File: src/rtl/dma_fe_pkg.sv
`timescale 1ns/1ps
package dma_fe_pkg;
    typedef enum logic {
        PTR_LO = 1'b0,
        PTR_HI = 1'b1
    } ptr_state_t;

    localparam logic [3:0] PORT_CMD  = 4'h8;
    localparam logic [3:0] PORT_MASK = 4'hA;
    localparam logic [3:0] PORT_MODE = 4'hB;
    localparam logic [3:0] PORT_CLR  = 4'hC;

    typedef struct packed {
        logic [1:0] kind;
        logic       dec;
        logic       auto_init;
        logic [1:0] xfer;
    } mode_t;
endpackage

File: src/rtl/dma_byte_ptr.sv
`timescale 1ns/1ps
module dma_byte_ptr
    import dma_fe_pkg::*;
(
    input  logic clk,
    input  logic rst_n,
    input  logic chan_access,
    input  logic clr_ptr,
    output logic ptr_hi
);
    ptr_state_t state_q, state_d;

    always_ff @(posedge clk) begin
        if (!rst_n) state_q <= PTR_LO;
        else        state_q <= state_d;
    end

    always_comb begin
        state_d = state_q;
        if (clr_ptr) begin
            state_d = PTR_LO;                 // FLIP_CLEAR
        end else begin
            unique case (state_q)
                PTR_LO: if (chan_access) state_d = PTR_HI;  // TAKE_LOW
                PTR_HI: if (chan_access) state_d = PTR_LO;  // TAKE_HIGH
                default: state_d = PTR_LO;
            endcase
        end
    end

    always_comb begin
        ptr_hi = (state_q == PTR_HI);
    end
endmodule

File: src/rtl/dma_chan_regs.sv
`timescale 1ns/1ps
module dma_chan_regs #(
    parameter int BYTE_W = 8,
    localparam int VAL_W = 2 * BYTE_W
) (
    input  logic             clk,
    input  logic             rst_n,
    input  logic             ld_addr,
    input  logic             ld_cnt,
    input  logic [VAL_W-1:0] value,
    output logic [VAL_W-1:0] base_addr,
    output logic [VAL_W-1:0] base_cnt,
    output logic             addr_load,
    output logic             cnt_load
);
    always_ff @(posedge clk) begin
        if (!rst_n) begin
            base_addr <= '0;
            base_cnt  <= '0;
            addr_load <= 1'b0;
            cnt_load  <= 1'b0;
        end else begin
            addr_load <= ld_addr;
            cnt_load  <= ld_cnt;
            if (ld_addr) base_addr <= value;
            if (ld_cnt)  base_cnt  <= value;
        end
    end
endmodule

File: src/rtl/dma_ctrl_regs.sv
`timescale 1ns/1ps
module dma_ctrl_regs
    import dma_fe_pkg::*;
#(
    parameter int CH_NUM = 4,
    parameter int BYTE_W = 8
) (
    input  logic                clk,
    input  logic                rst_n,
    input  logic                wr_mask,
    input  logic                wr_mode,
    input  logic                wr_cmd,
    input  logic [BYTE_W-1:0]   wdata,
    output logic [CH_NUM-1:0]   mask,
    output mode_t [CH_NUM-1:0]  mode,
    output logic [BYTE_W-1:0]   cmd
);
    for (genvar g = 0; g < CH_NUM; g++) begin : g_ch
        logic hit;
        assign hit = (int'(wdata[1:0]) == g);

        always_ff @(posedge clk) begin
            if (!rst_n) begin
                mask[g] <= 1'b1;
                mode[g] <= '0;
            end else begin
                if (wr_mask && hit) mask[g] <= wdata[2];
                if (wr_mode && hit) mode[g] <= mode_t'(wdata[7:2]);
            end
        end
    end

    always_ff @(posedge clk) begin
        if (!rst_n)      cmd <= '0;
        else if (wr_cmd) cmd <= wdata;
    end
endmodule

File: src/rtl/dma_port_frontend.sv
`timescale 1ns/1ps
module dma_port_frontend
    import dma_fe_pkg::*;
#(
    parameter int CH_NUM = 4,
    parameter int BYTE_W = 8,
    parameter int ADDR_W = 4,
    localparam int VAL_W = 2 * BYTE_W,
    localparam int SEL_W = $clog2(CH_NUM)
) (
    input  logic                    clk,
    input  logic                    rst_n,
    input  logic [ADDR_W-1:0]       bus_addr,
    input  logic [BYTE_W-1:0]       bus_wdata,
    input  logic                    bus_wr,
    input  logic                    bus_rd,
    output logic [BYTE_W-1:0]       bus_rdata,
    input  logic [CH_NUM*VAL_W-1:0] cur_addr_i,
    input  logic [CH_NUM*VAL_W-1:0] cur_cnt_i,
    output logic [CH_NUM*VAL_W-1:0] base_addr_o,
    output logic [CH_NUM*VAL_W-1:0] base_cnt_o,
    output logic [CH_NUM-1:0]       addr_load_o,
    output logic [CH_NUM-1:0]       cnt_load_o,
    output logic [CH_NUM-1:0]       mask_o,
    output logic [2*CH_NUM-1:0]     xfer_o,
    output logic [CH_NUM-1:0]       auto_init_o,
    output logic [CH_NUM-1:0]       addr_dec_o,
    output logic [2*CH_NUM-1:0]     mode_kind_o,
    output logic [BYTE_W-1:0]       cmd_o
);
    logic              chan_hit;
    logic [SEL_W-1:0]  sel;
    logic              is_cnt;
    logic              chan_access;
    logic              clr_ptr;
    logic              ptr_hi;
    logic [BYTE_W-1:0] lo_hold;
    logic [VAL_W-1:0]  wr_value;
    logic [VAL_W-1:0]  rd_value;
    logic [BYTE_W-1:0] rd_byte;
    mode_t [CH_NUM-1:0] mode;

    assign chan_hit    = (bus_addr < ADDR_W'(2 * CH_NUM));
    assign sel         = bus_addr[SEL_W:1];
    assign is_cnt      = bus_addr[0];
    assign chan_access = (bus_wr || bus_rd) && chan_hit;
    assign clr_ptr     = bus_wr && (bus_addr == ADDR_W'(PORT_CLR));
    assign wr_value    = {bus_wdata, lo_hold};

    dma_byte_ptr u_ptr (
        .clk         (clk),
        .rst_n       (rst_n),
        .chan_access (chan_access),
        .clr_ptr     (clr_ptr),
        .ptr_hi      (ptr_hi)
    );

    always_ff @(posedge clk) begin
        if (!rst_n)                             lo_hold <= '0;
        else if (bus_wr && chan_hit && !ptr_hi) lo_hold <= bus_wdata;
    end

    for (genvar g = 0; g < CH_NUM; g++) begin : g_chan
        logic ld_a, ld_c;
        assign ld_a = bus_wr && chan_hit && ptr_hi && (int'(sel) == g) && !is_cnt;
        assign ld_c = bus_wr && chan_hit && ptr_hi && (int'(sel) == g) &&  is_cnt;

        dma_chan_regs #(.BYTE_W(BYTE_W)) u_regs (
            .clk       (clk),
            .rst_n     (rst_n),
            .ld_addr   (ld_a),
            .ld_cnt    (ld_c),
            .value     (wr_value),
            .base_addr (base_addr_o[g*VAL_W +: VAL_W]),
            .base_cnt  (base_cnt_o[g*VAL_W +: VAL_W]),
            .addr_load (addr_load_o[g]),
            .cnt_load  (cnt_load_o[g])
        );

        assign xfer_o[2*g +: 2]      = mode[g].xfer;
        assign auto_init_o[g]        = mode[g].auto_init;
        assign addr_dec_o[g]         = mode[g].dec;
        assign mode_kind_o[2*g +: 2] = mode[g].kind;
    end

    dma_ctrl_regs #(.CH_NUM(CH_NUM), .BYTE_W(BYTE_W)) u_ctrl (
        .clk     (clk),
        .rst_n   (rst_n),
        .wr_mask (bus_wr && (bus_addr == ADDR_W'(PORT_MASK))),
        .wr_mode (bus_wr && (bus_addr == ADDR_W'(PORT_MODE))),
        .wr_cmd  (bus_wr && (bus_addr == ADDR_W'(PORT_CMD))),
        .wdata   (bus_wdata),
        .mask    (mask_o),
        .mode    (mode),
        .cmd     (cmd_o)
    );

    always_comb begin
        rd_value = is_cnt ? cur_cnt_i[sel*VAL_W +: VAL_W]
                          : cur_addr_i[sel*VAL_W +: VAL_W];
        rd_byte  = '0;
        if (bus_rd && chan_hit)
            rd_byte = ptr_hi ? rd_value[VAL_W-1:BYTE_W] : rd_value[BYTE_W-1:0];
    end

    assign bus_rdata = rd_byte;
endmodule

File: config.mk
export PLATFORM = sky130hd
export DESIGN_NAME = dma_port_frontend
export DESIGN_NICKNAME = d
export VERILOG_FILES = /design/src/rtl/dma_fe_pkg.sv /design/src/rtl/dma_byte_ptr.sv /design/src/rtl/dma_chan_regs.sv /design/src/rtl/dma_ctrl_regs.sv /design/src/rtl/dma_port_frontend.sv
export SDC_FILE = /design/constraint.sdc
export NUM_CORES = 1
export LEC_CHECK = 0
export CORE_MARGIN = 10
export CORE_UTILIZATION = 30
export DETAILED_ROUTE_END_ITERATION = 7
export GPL_TIMING_DRIVEN = 1
export SLEW_MARGIN = 20
export SYNTH_ARGS = -nofsm -noshare
export SYNTH_HDL_FRONTEND = slang
export SYNTH_SLANG_ARGS = --single-unit
File: constraint.sdc
create_clock -name clk -period 2.6 [get_ports clk]
set_input_delay 0.52 -clock clk [delete_from_list [all_inputs] [get_ports clk]]
set_output_delay 0.52 -clock clk [all_outputs]
set_load 0.1 [all_outputs]
# Word-level counts from Yosys, hierarchy flattened
# Cells that the tools add are included.
[classes]
addsub = 0
n_mul = 0
n_div = 0
order_cmp = 1
eq_ne = 10
n_shift = 2
n_mux = 6
bitwise_logic = 2
n_reduce_logical = 35
[op_table]
columns = ["op", "count"]
rows = [
  ["64-bit by 7-bit variable part select with 16-bit output", 2],
  ["1-bit logical AND", 29],
  ["4-bit equality test (second input constant)", 4],
  ["16-bit two-way mux", 1],
  ["8-bit two-way mux", 2],
  ["2-bit equality test (second input constant)", 4],
  ["2-bit by 1-bit equality test with 1-bit output (second input constant)", 2],
  ["2-bit logical NOT", 2],
  ["4-bit < comparator (second input constant)", 1],
  ["1-bit logical NOT", 2],
  ["1-bit two-way mux", 2],
  ["1-bit NOT", 2],
  ["1-bit one-hot mux with 2 select lines", 1],
  ["2-bit OR reduction", 1],
  ["1-bit logical OR", 1],
]
[totals]
reg_bits = 181
latch_bits = 0
ramBits = 0
romBits = 0
inputBits = 144
output_inout_bits = 180
word_cells = 95
memories = 0

# Longest topological paths before layout
# Gate-level depths: netlist (run 1).
[depth]
depth_word = 5
depth_mapped = 8
mapped_depth_nobuf = 4

# By module
# Synthesis (run 1) repeated with hierarchy kept, for this count alone.
[hier_totals]
cells_unflattened = 717
hier_area_um2 = 8117.8
[by_module_without_submodules]
columns = ["module", "n_inst", "cells_each", "area_each_um2", "seq_area_each_um2"]
rows = [
  ["dma_chan_regs", 4, 107, 1290.0, 680.7],
  ["dma_port_frontend", 1, 155, 1522.7, 160.2],
  ["dma_ctrl_regs", 1, 131, 1393.8, 720.7],
  ["dma_byte_ptr", 1, 3, 41.3, 20.0],
]

# Worst setup path after synthesis (run 1)
# Ideal clock, no wire load.
[synth_timing]
path_kind = "input to output"
from = "input bus_addr[0]"
to = "output bus_rdata[1]"
arrival_time_ns = 2.125
required_time_ns = 2.080
path_slack_ns = -0.045
path_stages = 6
path_buffers = 3
path_cell_list = "buf_4 buf_4 buf_4 mux2_2 o221ai_1 nand2_1"
[synth_via]
elab_chain_cells = 3
elab_cells_between_ends = 5
classes_between = "order compare: 1; mux: 3; reduce/logical: 1"
[synth_lines]
columns = ["element", "line", "rtl"]
rows = [
  ["start: declaration", "dma_port_frontend.sv:13", "input logic [ADDR_W-1:0] bus_addr,"],
  ["4-bit < comparator or 16-bit two-way mux (tied branches)", "dma_port_frontend.sv:43, dma_port_frontend.sv:99", ""],
  ["1-bit logical AND or 8-bit two-way mux (tied branches)", "dma_port_frontend.sv:102, dma_port_frontend.sv:103", ""],
  ["8-bit two-way mux (*)", "dma_port_frontend.sv:102", "if (bus_rd && chan_hit)"],
  ["end: declaration", "dma_port_frontend.sv:17", "output logic [BYTE_W-1:0] bus_rdata,"],
]
# Every way passes the cells marked *; elsewhere a longest branch is shown, timed or not.

# Worst setup path in the final report (run 1)
[layout_timing]
from = "input cur_cnt_i[13]"
to = "output bus_rdata[5]"
[layout_via]
elab_chain_cells = 4
[layout_lines]
columns = ["element", "line", "rtl"]
rows = [
  ["start: declaration", "dma_port_frontend.sv:19", "input logic [CH_NUM*VAL_W-1:0] cur_cnt_i,"],
  ["64-bit by 7-bit variable part select with 16-bit output", "dma_port_frontend.sv:99", "rd_value = is_cnt ? cur_cnt_i[sel*VAL_W +: VAL_W]"],
  ["16-bit two-way mux", "dma_port_frontend.sv:99", ""],
  ["8-bit two-way mux", "dma_port_frontend.sv:103", "rd_byte = ptr_hi ? rd_value[VAL_W-1:BYTE_W] : rd_value[BYTE_W-1:0];"],
  ["8-bit two-way mux", "dma_port_frontend.sv:102", ""],
]
# No other way between the ends.

==> results of run 1 <==
[per-layer routing]
metal,track usage,share of wire
met1,0.2118,0.41
met5,0,0
met2,0.3202,0.48
met3,0.07831,0.092
met4,0.05118,0.018
[worst reg2reg max path: stages, from the launching register on]
cell	delay, ns
dfxtp_2	0.43
and4bb_1	0.41
buf_4	0.22
nand2b_4	0.20
mux2i_1	0.24
nor2_1	0.05
[state kept, by name (all words and copies together) (netlist names)]
| name | count |
|---|---|
| g_chan.u_regs.addr_load | 4 |
| u_ctrl.cmd | 8 |
| u_ptr.ptr_hi | 1 |
| g_chan.u_regs.base_addr | 64 |
| g_chan.u_regs.cnt_load | 4 |
| u_ctrl.mode | 24 |
| u_ctrl.mask | 4 |
| g_chan.u_regs.base_cnt | 64 |
| lo_hold | 8 |
[area by class of cell]
type,instances,share of cell area
diodes,1,0.0002153
clock buffers,20,0.04015
clock inverters,12,0.01001
inverters,2,0.0008611
multi-input cells,598,0.3149
flip-flops and latches,181,0.3118
well taps,330,0.03552
repair buffers,371,0.2865
[logic make-up (layout without fill, tap and decap cells)]
group | after synthesis | count (layout) | share of synthesized area
and+or+nand+nor | 336 | 336 | 0.1909
DFF | 181 | 181 | 0.4690
muxes | 132 | 132 | 0.1851
AOI/OAI and AO/OA | 130 | 130 | 0.09393
buffers and inverters | 90 | 405 | 0.06105
other | 0 | 1 | 0
[Yosys cell counts (all sizes together) (2+ instances only)]
| cell type | number |
|---|---|
| mux2i | 117 |
| nand2b | 8 |
| nand3 | 27 |
| buf | 48 |
| nor3 | 5 |
| a21oi | 104 |
| dfxtp | 181 |
| nor2 | 86 |
| clkbuf | 40 |
| nor4 | 3 |
| nand2 | 193 |
| nor2b | 2 |
| a22oi | 16 |
| mux4 | 8 |
| mux2 | 7 |
| or2 | 3 |
| o221ai | 7 |
| nand4b | 2 |
[stage by stage]
stage	instances	instance area [um^2]
after global routing	1515	11620
final	1515	11620
after global placement	1482	11030
after floorplan	869	7746
after detailed placement	1482	11030
after CTS	1514	11610
[report_power, final]
group / internal [mW] / total [mW] / switching, mW
sequential: 2.79 / 2.82 / 0.0335
combinational: 0.385 / 0.816 / 0.432
clock: 1.41 / 2.55 / 1.14
total: 4.58 / 6.19 / 1.61
[what timing repair did]
| action | 4_1_cts | 5_1_grt |
|---|---|---|
| gates resized for setup | 6 | 3 |
| endpoints found under the setup margin | 8 | 8 |
| pin swaps | 0 | 0 |
[worst paths after layout]
check,end,startpoint,slack [ns]
max,bus_rdata[5],cur_cnt_i[13],0.09
min,g_chan[3].u_regs.base_addr[11]$_SDFFE_PN0P_,g_chan[3].u_regs.base_addr[11]$_SDFFE_PN0P_,0.45
max reg2reg,g_chan[0].u_regs.base_cnt[8]$_SDFFE_PN0P_,u_ptr.ptr_hi$_SDFF_PP0_,0.94
min reg2reg,g_chan[3].u_regs.base_addr[11]$_SDFFE_PN0P_,g_chan[3].u_regs.base_addr[11]$_SDFFE_PN0P_,0.45
[placed cells by master (no fill, tap or decap), drive strengths merged, types with 2 or more instances in the layout]
master         instances
buf                  229
nand2                193
dfxtp                181
clkdlybuf4s50        138
mux2i                117
a21oi                104
nor2                  86
nand3                 27
clkbuf                20
a22oi                 16
mux4                   8
nand2b                 8
mux2                   7
o221ai                 7
inv                    7
nor3                   5
clkinv                 4
or2                    3
nor4                   3
nor2b                  2
clkinvlp               2
dlygate4sd2            2
dlymetal6s2s           2
nand4b                 2
==> qor.yml, run 1 <==
routing:
  drt-initial-drc-count: 387
  via_count: 7111
  vias_per_cell: 4.694
  ant_nets: 0
  drt-total-wl_mm: 32.07
  drc: 0
  dr.pass1.iters: 4
  wl_per_cell_um: 21.17
timing:
  fin_skew_ns: 0.01051
  whs_ns: 0.4538
  finalHoldViolCount: 0
  maxSlewViolCount: 0
  fin_ws_ns: 0.08507
  tightestPinTransition_ns: 0.5746
  setup_viol: 0
  slew_headroom: 0.6164
  min_period_over_period: 0.9673
  post-route-min-period_ns: 2.515
  rsz0062_at_grt: "no"
  setup_tns_ns: 0
  fmax_mhz: 397.6
min_path:
  whs_path_depth: 2
  hold_class: "reg -> reg"
cts:
  cts_tree: "yes"
  clk_latency_ns: 0.42
  postCtsSetupBuffers: 0
  cts_root_buffer: "clkbuf_16"
  cts_inserted_buffers: 17
  ctsHoldBuffers: 0
  cts.reportedPaths.clkPinSlew_ns: 0.07
  htree_levels: 4
  cts_buffer_depth: 2
  clock-sinks: 181
synthesis:
  synth_nets: 1013
  yosysWarnings: 0
  yosys.area.top_type: "dfxtp_1"
  synth_edf_count: 0
  synth.top_cells.by_area: "dfxtp_1, mux2i_1, nand2_1, a21oi_1, nor2_1"
  avgSynthCellArea_um2: 8.891
  seq_area_frac_synth: 0.4690
  synth-main-ff-cell: "dfxtp_1"
  synth.distinct_cells: 39
  synth_top_area_share: 0.4690
  ys_async_sr_fraction: 0
  synthesis.area_um2: 7726
  syn_inst: 869
  ys_ff_latch: 181
finish:
  final_nets: 1315
  layout-drive-gt1-share: 0.2559
  fin_util: 0.4603
  fillCellCount: 2480
  multiInputGateArea_um2: 3660
  seqCellArea_um2: 3625
  areaGrowthSynthToFinish_pct: 50.44
place:
  pre_cts_ws_ns: -0.2802
  gp_congestion: 0.8531
  hpwlAfterDp_mm: 24.21
  port_buffers: 323
setup_path:
  end_kind: "output pin"
  worstPathMaxFanout: 1
  critPathKind: "in -> out"
  worstPathCellList: "clkdlybuf4s50_1, mux4_2, o221ai_1, buf_4, nand2_2, buf_12"
  cp_data_required_time_ns: 2.08
  cp-start-kind: "input pin"
  cp_slowest_cell: "mux4_2"
  crit_buf_inv: 3
  cp_top_family: "buffers and inverters"
  cp_num_cells: 6
  cp.arrival_ns: 1.99
  slowest_delay_ns: 0.45
  reg2reg_depth: 5
floorplan:
  row_count: 58
  io_pins: 324
  die_h_um: 180.5
  coreArea_um2: 25250
  initial_utilization: 0.3059
  dieWidth_um: 180.5
  die_area_um2: 32570
power:
  vdd_drop_max_v: 0.0003884
  power.leakage_nw: 4.996
  powerDensity_nw_per_um2: 532.6
  total_power_mw: 6.191
grt:
  grt_max_degree: 83
  grtUsageTotal: 0.1882
  overflow: 0
  grt_antenna_before_repair: 1
  grt_pass1_wl_mm: 47.20
  first_global_vias: 7157
status:
  status: "finished clean"
flow_run:
  max_cap_viol_count: 0
(Power assumes the default switching activity.)
==> run 2, diff against run 1 <==
--- a/config.mk
+++ b/config.mk
@@ -5,6 +5,7 @@
 export SDC_FILE = /design/constraint.sdc
 export NUM_CORES = 1
 export LEC_CHECK = 0
+export ABC_CLOCK_PERIOD_IN_PS = 2600
 export CORE_MARGIN = 10
 export CORE_UTILIZATION = 30
 export DETAILED_ROUTE_END_ITERATION = 7
==> results of run 2 <==
No change in the layout: final DEF, timing and power equal those of run 1.
